File: config.mk
export PLATFORM = sky130hd
export DESIGN_NAME = drv_ctl_latch
export DESIGN_NICKNAME = d
export VERILOG_FILES = /design/src/rtl/drv_pkg.sv /design/src/rtl/drv_window.sv /design/src/rtl/drv_scan.sv /design/src/rtl/drv_bank.sv /design/src/rtl/drv_ctl_latch.sv
export SDC_FILE = /design/constraint.sdc
export NUM_CORES = 1
export LEC_CHECK = 0
export ABC_AREA = 0
export BUFFER_PORTS_ARGS = -buffer_cell sky130_fd_sc_hd__buf_2
export CAP_MARGIN = 20
export CORE_UTILIZATION = 45
export CTS_CLUSTER_DIAMETER = 80
export CTS_CLUSTER_SIZE = 24
export DETAILED_ROUTE_END_ITERATION = 7
export HOLD_SLACK_MARGIN = 0.1
export PLACE_DENSITY = 0.72
export RECOVER_POWER = 25
export SLEW_MARGIN = 20
export SYNTH_ARGS = -nofsm -noshare
export SYNTH_HDL_FRONTEND = slang
export SYNTH_HIERARCHICAL = 1
export SYNTH_SLANG_ARGS = --single-unit
File: constraint.sdc
create_clock -name clk -period 1.3 [get_ports clk]
set_clock_uncertainty 0.15 [all_clocks]
set_input_delay 0 -clock clk [delete_from_list [all_inputs] [get_ports clk]]
set_output_delay 0 -clock clk [all_outputs]
set_load 0.02 [all_outputs]
File: src/rtl/drv_pkg.sv
package drv_pkg;
  localparam int DRV_W = 3;
  typedef logic [DRV_W-1:0] drv_t;

  // next scan stage value for one shift step: tdi enters the top, bit 0 leaves
  function automatic drv_t shift_step(input drv_t cur, input logic din);
    return {din, cur[DRV_W-1:1]};
  endfunction

  // true when the counter value marks the last cycle of the window
  function automatic logic window_last(input int unsigned cnt, input int unsigned win);
    return cnt == (win - 1);
  endfunction
endpackage

File: src/rtl/drv_window.sv
module drv_window #(
  parameter int WIN = 128
) (
  input  logic clk,
  input  logic rst_n,
  output logic rdy
);
  localparam int CW = (WIN > 2) ? $clog2(WIN) : 1;

  logic [CW-1:0] cnt;
  logic          last_evt;

  assign last_evt = rst_n && !rdy && drv_pkg::window_last(32'(cnt), WIN);

  always_ff @(posedge clk) begin
    if (!rst_n) begin
      cnt <= '0;
      rdy <= 1'b0;
    end else if (!rdy) begin
      if (last_evt) rdy <= 1'b1;
      else          cnt <= cnt + 1'b1;
    end
  end

  // ready is sticky until reset
  a_r2_ready_sticky: assert property (@(posedge clk) disable iff (!rst_n)
    rdy |=> rdy);
  // ready rises only out of the last counter value
  a_r2_rise_at_end: assert property (@(posedge clk) disable iff (!rst_n)
    $rose(rdy) |-> $past(cnt) == CW'(WIN - 1));
  // no early ready
  a_r2_not_early: assert property (@(posedge clk) disable iff (!rst_n)
    (!rdy && !last_evt) |=> !rdy);
endmodule

File: src/rtl/drv_scan.sv
module drv_scan
  import drv_pkg::*;
(
  input  logic clk,
  input  logic rst_n,
  input  logic cap_en,
  input  logic sh_en,
  input  logic tdi,
  input  drv_t par_in,
  output drv_t sh,
  output logic tdo
);
  always_ff @(posedge clk) begin
    if (!rst_n)      sh <= '0;
    else if (cap_en) sh <= par_in;
    else if (sh_en)  sh <= shift_step(sh, tdi);
  end

  assign tdo = sh[0];

  // serial input lands at the top bit
  a_r6_shift_in: assert property (@(posedge clk) disable iff (!rst_n)
    (sh_en && !cap_en) |=> sh[DRV_W-1] == $past(tdi));
  // capture takes the parallel value
  a_r7_capture: assert property (@(posedge clk) disable iff (!rst_n)
    cap_en |=> sh == $past(par_in));
  // no strobe means no movement
  a_r8_idle_hold: assert property (@(posedge clk) disable iff (!rst_n)
    (!cap_en && !sh_en) |=> $stable(sh));
endmodule

File: src/rtl/drv_bank.sv
module drv_bank
  import drv_pkg::*;
(
  input  logic clk,
  input  logic rst_n,
  input  logic sys_owns,
  input  drv_t strap,
  input  logic upd_fire,
  input  drv_t upd_val,
  output drv_t q
);
  logic strap_ld;
  assign strap_ld = !rst_n && sys_owns;

  always_ff @(posedge clk) begin
    if (strap_ld)      q <= strap;
    else if (upd_fire) q <= upd_val;
  end

  // bank follows the strap while reset is low and the system owns the pins
  a_r1_strap_follow: assert property (@(posedge clk)
    strap_ld |=> q == $past(strap));
  // an accepted update copies the scan value
  a_r4_update_load: assert property (@(posedge clk) disable iff (!rst_n)
    (upd_fire && rst_n) |=> q == $past(upd_val));
  // nothing else moves the bank
  a_r5_hold: assert property (@(posedge clk) disable iff (!rst_n)
    (rst_n && !upd_fire) |=> $stable(q));
endmodule

File: src/rtl/drv_ctl_latch.sv
module drv_ctl_latch #(
  parameter int WIN = 128
) (
  input  logic       clk,
  input  logic       rst_n,
  input  logic       sys_owns,
  input  logic [2:0] strap,
  input  logic       tck_pulse,
  input  logic       tdi,
  input  logic       dr_capture,
  input  logic       dr_shift,
  input  logic       dr_update,
  input  logic       sel,
  output logic [2:0] drive,
  output logic       tdo,
  output logic       ready
);
  import drv_pkg::*;

  logic tap_live;
  logic cap_en;
  logic sh_en;
  logic upd_req;
  logic upd_fire;
  drv_t sh_q;
  drv_t bank_q;

  assign tap_live = tck_pulse && sel;
  assign cap_en   = tap_live && dr_capture;
  assign sh_en    = tap_live && dr_shift && !dr_capture;
  assign upd_req  = tap_live && dr_update;
  assign upd_fire = upd_req && ready && rst_n;

  drv_window #(.WIN(WIN)) u_win (
    .clk   (clk),
    .rst_n (rst_n),
    .rdy   (ready)
  );

  drv_scan u_scan (
    .clk    (clk),
    .rst_n  (rst_n),
    .cap_en (cap_en),
    .sh_en  (sh_en),
    .tdi    (tdi),
    .par_in (bank_q),
    .sh     (sh_q),
    .tdo    (tdo)
  );

  drv_bank u_bank (
    .clk      (clk),
    .rst_n    (rst_n),
    .sys_owns (sys_owns),
    .strap    (strap),
    .upd_fire (upd_fire),
    .upd_val  (sh_q),
    .q        (bank_q)
  );

  assign drive = bank_q;

  // the bank is frozen while the window runs
  a_r3_locked: assert property (@(posedge clk) disable iff (!rst_n)
    (!ready) |=> $stable(drive));
  // deselected strobes leave the scan stage alone
  a_r8_unselected: assert property (@(posedge clk) disable iff (!rst_n)
    (!sel) |=> $stable(sh_q));
  // reset with test-owned pins keeps the bank
  a_r9_test_owned: assert property (@(posedge clk)
    (!rst_n && !sys_owns) |=> $stable(drive));
endmodule

==> summary.md, run 1 <==
| Metric | Value |
|---|---|
| Hold Path Origin | dr_capture |
| Worst slew pin tran | approximately 0.30 ns |
| Syn nets | 76 |
| GPL Wtd Cong | 0.6985 |
| Worst EP required | around 1.4 ns |
| FP Rows | 13 |
| YS warnings | 6 |
| RSZ-0062 raised after global routing | true |
| Crit Path Max Fanout | 4 |
| Final Hold Fails | 0 |
| Largest net degree at the start of global routing | 10 |
| Commonest non-fill, non-tap cells in the layout | buf_2 (12), dfxtp_1 (8), dlygate4sd3_1 (7) |
| Worst hold path depth | 4 |
| Starting Density | 0.5110 |
| Fin. max-slew vios | 0 |
| Dpl cells | 95 |
| CP Launch Type | flip-flop |
| Min-Delay Endpoint | u_scan/sh[2]$_SDFFE_PN0P_ |
| DRC Markers | 0 |
| Worst path slowest cell | dfxtp_2 |
| Final setup fails | 0 |
| Worst r2r path cells | 4 |
| Area growth syn-to-layout | 32.44% |
| Final Critical Period | roughly 1.3 ns |
| CTS tree | done |
| VDD IR-drop max | 0.0006860 V |
| Syn Inst Count | 63 |
| Crit. End Element | flip-flop |
| Initial antenna violation count | 0 |
| Final period util | 0.9879 |
| CTS sink count | 14 |
| CTS Buffer Depth | 2 |
| Core Box Area | 1366 sq um |
| DRT iter0 DRCs | 8 |
| Commonest non-fill, non-tap cell in the layout | buf_2 |
| Max Freq | a little under 800 MHz |
| Worst r2r src | u_win/cnt[0]$_SDFFE_PN0P_ |
| Layout cells sized above 1 | 0.3407 |
| Total Routing Usage GR | 0.2013 |
| R2R Setup Slk | 0.02 ns |
| Fin cells | 106 |
| Detailed placement HPWL | between 1 and 1.5 mm |
| CTS root buffer | clkbuf_4 |
| Critical path arrival | about 1.4 ns |
| Clk slew on worst S/H paths | roughly 0.08 ns |
| FF-to-FF End | u_win/cnt[0]$_SDFFE_PN0P_ |
| Leakage | around 0.43 nW |
| Mapped Area | about 700 sq um |
| Congestion Overflow GR | 0 |
| Die ar. | between 1500 and 2000 sq um |
| #FFs+latches synth | 14 |
| Port buffer count | 16 |
| Slew Limit Headroom | 0.8017 |
| First-pass GRT wire length | around 2.1 mm |
| Seq/Total Area, Yosys | 0.4444 |
| Via/cell ratio | roughly 5.5 |
| Clk_lat worst skew | about 0.28 ns |
| Ports | 17 |
| Pwr Total | between 0.8 and 0.9 mW |
| Number of library cell types mapped by synthesis | 30 |
| DR pass1 iterations | 4 |
| Post-DRT Antenna Nets | 0 |
| Status | completed |
| Pwr Density | 919.8 nW/um^2 |
| Die X | 41.39 um |
| Area after DPL | ~800 sq um |
| Hold-fix buffers, CTS | 7 |
| # diodes | 0 |
| H-tree depth | 1 |
| Crit Path Category | flip-flop to flip-flop |
| TritonCTS Buffers | 3 |
| Final #Nets | 105 |
| Fin Hold WS | 0.06595 ns |
| Vias in the first global route | just over 500 |
| CP max stage delay | approximately 0.35 ns |
| WL per Instance | 13.55 um |
| Max-cap viol count | 0 |
| Syn Area/Cell | between 10 and 15 sq um |
| Final Util | 0.6767 |
| Hold/Removal Path Class | primary input to flip-flop |
| Final Cell Area | ~920 sq um |
| Die Y | roughly 41 um |
| Crit-path cells | ha_4, and4b_4, a21oi_4, mux2i_1 |
| WL final | around 1.4 mm |
| Vias after detailed routing | roughly 580 |
## power breakdown
group / internal [mW] / switching, mW
Clock: 0.111 / 0.141
Sequential: 0.462 / 0.0140
Combinational: 0.0717 / 0.0500
## final cells by class
class                           count  area (sq um)
Sequential cell                    14         316.6
Fill cell                         115         441.7
Clock inverter                      1         3.754
Clock buffer                        3         22.52
Tap cell                           15         18.77
Timing Repair Buffer               26         167.7
Multi-Input combinational cell     47         395.4
## through the flow
step | TNS, ns | worst slack (ns)
floorplan | 0 | 0.01109
global placement | -0.03558 | -0.02493
detailed placement | -0.1318 | -0.06431
CTS | 0 | 0.007706
global route | -0.07718 | -0.05159
finish | 0 | 0.01572
## how the worst max path moves through the flow
stage,startpoint,endpoint,slack [ns]
2_1_floorplan,u_win/cnt[0]$_SDFFE_PN0P_,u_win/cnt[0]$_SDFFE_PN0P_,0.01
3_3_place_gp,u_win/cnt[0]$_SDFFE_PN0P_,u_win/cnt[0]$_SDFFE_PN0P_,-0.02
3_5_place_dp,u_win/cnt[0]$_SDFFE_PN0P_,u_win/cnt[0]$_SDFFE_PN0P_,-0.06
4_1_cts,u_win/cnt[0]$_SDFFE_PN0P_,u_win/cnt[0]$_SDFFE_PN0P_,0.008
5_1_grt,u_win/cnt[0]$_SDFFE_PN0P_,u_win/cnt[1]$_SDFFE_PN0P_,-0.05
6_report,u_win/cnt[0]$_SDFFE_PN0P_,u_win/cnt[0]$_SDFFE_PN0P_,0.02
## what timing repair did
item / in CTS / in global routing
buffers inserted: 0 / 0
setup endpoints to repair: 4 / 3
gates resized for setup: 4 / 1
cloned: 0 / 0
endpoints found under the hold margin: 14 / 3
pin swaps: 1 / 0
## critical path, delay by kind of cell, from the launching register on
kind / cells / cell delay [ns]
DFF: 1 / 0.35
and+or+nand+nor: 1 / 0.20
muxes: 1 / 0.19
adders and majority gates: 1 / 0.16
AOI/OAI and AO/OA: 1 / 0.16
## cell usage after synthesis
| master | count | share of area |
|---|---|---|
| nand2b_4 | 1 | 0.020 |
| a21boi_0 | 1 | 0.011 |
| mux2_1 | 3 | 0.048 |
| buf_4 | 1 | 0.011 |
| nand4_1 | 1 | 0.0090 |
| and4b_4 | 1 | 0.020 |
| nor2_1 | 1 | 0.0054 |
| o21ai_0 | 3 | 0.021 |
| mux2_4 | 3 | 0.065 |
| o211a_1 | 3 | 0.043 |
| a31oi_1 | 3 | 0.027 |
| a21oi_2 | 1 | 0.013 |
| nor3b_2 | 1 | 0.018 |
| and4_1 | 1 | 0.013 |
| clkbuf_2 | 1 | 0.0072 |
| nand2_1 | 6 | 0.032 |
| dfxtp_1 | 11 | 0.32 |
| and3_2 | 1 | 0.011 |
| and4b_1 | 1 | 0.014 |
| or2b_1 | 1 | 0.011 |
| edfxtp_1 | 3 | 0.13 |
| a31o_1 | 1 | 0.013 |
| nand3_1 | 1 | 0.0072 |
| mux2i_1 | 2 | 0.029 |
| nor2b_1 | 3 | 0.027 |
| ha_1 | 1 | 0.018 |
| and3_1 | 1 | 0.0090 |
| nand2b_1 | 4 | 0.036 |
| and2b_2 | 1 | 0.013 |
| a21oi_1 | 1 | 0.0072 |
## state kept, by name (all words and copies together), names as in the netlist
name       flops
u_scan/sh      3
u_bank/q       3
u_win/cnt      7
u_win/rdy      1
## cell families (layout without fill, tap and decap cells)
kind of cell    count (synthesis)  after routing  synth area share
compound gates                 13             13            0.1344
fa+ha+maj                       1              1           0.01792
buf+inv                         2             30           0.01792
flops                          14             14            0.4444
mux                             8              8            0.1416
simple gates                   25             25            0.2437
## metal layers
layer	track usage	routed length [um]	vias to the layer above
met3	0.09043	65	4
met1	0.2185	645	273
met4	0.1129	28	0
met5	0	0	-
li1	-	-	287
met2	0.3242	697	15
No activity file was read; power rests on OpenSTA's default activity.
==> run 2, diff against run 1 <==
- ABC_AREA: 0 -> 1
- PLACE_DENSITY: 0.72 -> 0.71
- clock period: 1.3 -> 1.1 ns (I/O delays scaled with it)
==> summary.md, run 2 <==
| Metric | Value |
|---|---|
| CTS root buffer | clkbuf_4 (unchanged) |
| Crit path launch | u_win/cnt[0]$_SDFFE_PN0P_ (unchanged) |
| List of most frequent post-synthesis cells | nand2_1 (33), dfxtp_1 (11), inv_1 (11), nand3_1 (11), nor2_1 (10) (was dfxtp_1 (11), nand2_1 (6), nand2b_1 (4)) |
| Worst path slowest cell | dfxtp_2 (unchanged) |
| Worst r2r path cells | 6 (was 4) |
| CTS tree | done (unchanged) |
| Die Y | 42.23 um (was 41.39 um) |
| Crit. End Element | flip-flop (unchanged) |
| Vias after detailed routing | 778 (was 579) |
| Max FFs per register | 7 (unchanged) |
| Worst r2r src | u_win/cnt[0]$_SDFFE_PN0P_ (unchanged) |
| Yosys top cell by area | dfxtp_1 (unchanged) |
| DR pass1 iterations | 4 (unchanged) |
| Largest net degree at the start of global routing | 9 (was 10) |
| R2R Setup Slk | -0.19 ns (was 0.02 ns) |
| #FFs+latches synth | 14 (unchanged) |
| GPL Wtd Cong | 0.7813 (was 0.6985) |
| Syn nets | 115 (was 76) |
| Max-cap viol count | 0 (unchanged) |
| WL per Instance | 11.52 um (was 13.55 um) |
| Detailed placement HPWL | 1.210 mm (was 1.010 mm) |
| Total Routing Usage GR | 0.2101 (was 0.2013) |
| Via/cell ratio | 4.924 (was 5.462) |
| Top cell type's share of synthesized area | 0.3024 (was 0.3154) |
| Port buffer count | 16 (unchanged) |
| Syn Inst Count | 102 (was 63) |
| Die X | 42.23 um (was 41.39 um) |
| Final worst slack | -0.1887 ns (was 0.01572 ns) |
| Congestion Overflow GR | 0 (unchanged) |
| Max Freq | 776.0 MHz (was 778.6 MHz) |
| Hold/Removal Path Class | primary input to flip-flop (unchanged) |
| Highest routed layer | met4 (unchanged) |
| Seq/Total Area, Yosys | 0.4261 (was 0.4444) |
| Final setup fails | 11 (was 0) |
| Met3 Wirelength | 74 um (was 65 um) |
| Fin Hold WS | -0.1183 ns (was 0.06595 ns) |
| Top flop regs | u_win/cnt (7), u_bank/q (3), u_scan/sh (3) (unchanged) |
| Slew Limit Headroom | 0.8084 (was 0.8017) |
| Largest cells by area after synthesis | dfxtp_1 (30%), nand2_1 (17%), edfxtp_1 (12%) (was dfxtp_1 (32%), edfxtp_1 (13%), mux2_4 (6.5%)) |
| FP Rows | 14 (was 13) |
| CP max stage delay | 0.37 ns (was 0.35 ns) |
| M1 wire length | 776 um (was 645 um) |
| EDFF count, synth | 3 (unchanged) |
| Crit-path cells | ha_4, nand2_4, nor2_4, nand2_2, nor3_1, nor2_1 (was ha_4, and4b_4, a21oi_4, mux2i_1) |
| Layout cells sized above 1 | 0.3873 (was 0.3407) |
| Worst slew pin tran | 0.2863 ns (was 0.2962 ns) |
| Final Hold Fails | 3 (was 0) |
| CTS Buffer Depth | 2 (unchanged) |
| Largest register by flop count | u_win/cnt (unchanged) |
| Die ar. | 1783 sq um (was 1713 sq um) |
| Initial antenna violation count | 0 (unchanged) |
| Failing checks | hold timing, setup timing |
| Syn Area/Cell | 7.139 sq um (was 11.08 sq um) |
| VDD IR-drop max | 0.0008923 V (was 0.0006860 V) |
| Synth Flop Type | dfxtp_1 (unchanged) |
| Ports | 17 (unchanged) |
| Setup TNS | -1.154 ns (was 0 ns) |
| Area growth syn-to-layout | 51.20% (was 32.44%) |
| Fin. max-slew vios | 0 (unchanged) |
| FILL cells | 122 (was 115) |
| Post-DRT Antenna Nets | 0 (unchanged) |
| Worst EP required | 1.13 ns (was 1.36 ns) |
| First-pass GRT wire length | 2.746 mm (was 2.111 mm) |
| Number of library cell types mapped by synthesis | 20 (was 30) |
| Pwr Total | 1.112 mW (was 0.8504 mW) |
| # diodes | 0 (unchanged) |
| Ys async rst share | 0 (unchanged) |
| CTS sink count | 14 (unchanged) |
| CP Launch Type | flip-flop (unchanged) |
| Vias in the first global route | 667 (was 519) |
| FF-to-FF End | u_win/cnt[4]$_SDFFE_PN0P_ (was u_win/cnt[0]$_SDFFE_PN0P_) |
| TritonCTS Buffers | 3 (unchanged) |
| Final Cell Area | 1101 sq um (was 924.6 sq um) |
| Leakage | 0.5523 nW (was 0.4320 nW) |
| Final Critical Period | 1.289 ns (was 1.284 ns) |
| H-tree depth | 1 (unchanged) |
| DRT iter0 DRCs | 23 (was 8) |
| Final #Nets | 156 (was 105) |
| Starting Density | 0.4834 (was 0.5110) |
| Metal2 WL | 949 um (was 697 um) |
| DRC Markers | 0 (unchanged) |
| Status | complete, but fails checks (was completed) |
| Commonest non-fill, non-tap cell in the layout | nand2_1 (was buf_2) |
| YS warnings | 6 (unchanged) |
| Final period util | 1.172 (was 0.9879) |
| Clk_lat worst skew | 0.28 ns (about the same) |
| Critical path arrival | 1.31 ns (was 1.35 ns) |
| Crit Path Category | flip-flop to flip-flop (unchanged) |
| Core Box Area | 1506 sq um (was 1366 sq um) |
| Setup WS pre-CTS | -0.1776 ns (was -0.06431 ns) |
| RSZ-0062 raised after global routing | true (unchanged) |
| Clk slew on worst S/H paths | 0.09 ns (was 0.08 ns) |
| Crit Path Max Fanout | 3 (was 4) |
| Mapped Area | 728.2 sq um (was 698.2 sq um) |
| Critical Path End | u_win/cnt[4]$_SDFFE_PN0P_ (was u_win/cnt[0]$_SDFFE_PN0P_) |
| WL final | 1.820 mm (was 1.436 mm) |
| Pwr Density | 1010 nW/um^2 (was 919.8 nW/um^2) |
| Area after DPL | 915.9 sq um (was 815.8 sq um) |
| Most common cell in the netlist | nand2_1 (was dfxtp_1) |
| Commonest non-fill, non-tap cells in the layout | nand2_1 (29), buf_2 (13), inv_1 (10), dlygate4sd3_1 (10), nand3_1 (10) (was buf_2 (12), dfxtp_1 (8), dlygate4sd3_1 (7)) |
[run 2: cell count changes after synthesis, sizes merged, moves of 4 or more]
cell,previous run,this run
nand3,1,12
nand2,6,37
mux2,6,0
nor2,1,13
a21oi,2,6
nand2b,5,0
inv,0,14
[run 2: what timing repair did]
item / 4_1_cts / 5_1_grt
setup buffers: 1 / 0
setup endpoints to repair: 11 / 14
resized for setup: 3 / 6
hold buffers: 9 / 2
hold endpoints to repair: 17 / 7
cloned: 1 / 0
pin swaps: 9 / 4
[run 2: how the worst min path moves through the flow]
stage                     start                   endpoint  slack (ns)  cells after the start
after floorplan           rst_n  u_scan/sh[0]$_SDFFE_PN0P_       -0.05                      2
after global placement    rst_n  u_win/cnt[5]$_SDFFE_PN0P_        0.15                      3
after detailed placement  rst_n  u_win/cnt[4]$_SDFFE_PN0P_        0.16                      3
after CTS                 rst_n  u_win/cnt[4]$_SDFFE_PN0P_       -0.15                      3
after global routing      rst_n  u_win/cnt[5]$_SDFFE_PN0P_       -0.11                      3
final                     rst_n  u_win/cnt[4]$_SDFFE_PN0P_       -0.12                      3
[run 2: routing by layer]
metal  track usage  up-vias
li1              -      403
met1        0.2398      342
met2        0.3754       29
met3       0.02586        4
met4        0.1125        0
met5             0        -
[run 2: layout make-up]
class / instances / area (sq um) / share of cell area
multi-input combinational: 74 / 415.4 / 0.3773
clock buffer: 4 / 36.28 / 0.03295
tap: 16 / 20.02 / 0.01818
inverter: 14 / 52.55 / 0.04773
timing repair buffer: 36 / 260.3 / 0.2364
sequential: 14 / 316.6 / 0.2875
[run 2: kinds of logic (layout without fill, tap and decap cells)]
logic type / Yosys count / after routing / share of synthesized area
AOI/OAI and AO/OA: 8 / 8 / 0.06701
adders and majority gates: 1 / 1 / 0.01718
DFF: 14 / 14 / 0.4261
and+or+nand+nor: 64 / 65 / 0.4072
buffers and inverters: 15 / 54 / 0.08248
[run 2: worst max-delay path, delay by kind of cell, from the launching register on]
| family | cells | cell delay [ns] |
|---|---|---|
| flops | 1 | 0.37 |
| fa+ha+maj | 1 | 0.15 |
| simple gates | 5 | 0.52 |
[run 2: report_power, final]
part | internal [mW] | leakage (nW) | switching (mW)
logic | 0.0931 | 0.412 | 0.0848
registers | 0.544 | 0.120 | 0.0162
clock network | 0.201 | 0.0210 | 0.173
total | 0.839 | 0.552 | 0.274
[run 2: metrics by stage]
stage / std cells / util
floorplan: 102 / -
global placement: 141 / 0.6080
detailed placement: 141 / 0.6080
CTS: 156 / 0.7076
global route: 158 / 0.7309
finish: 158 / 0.7309
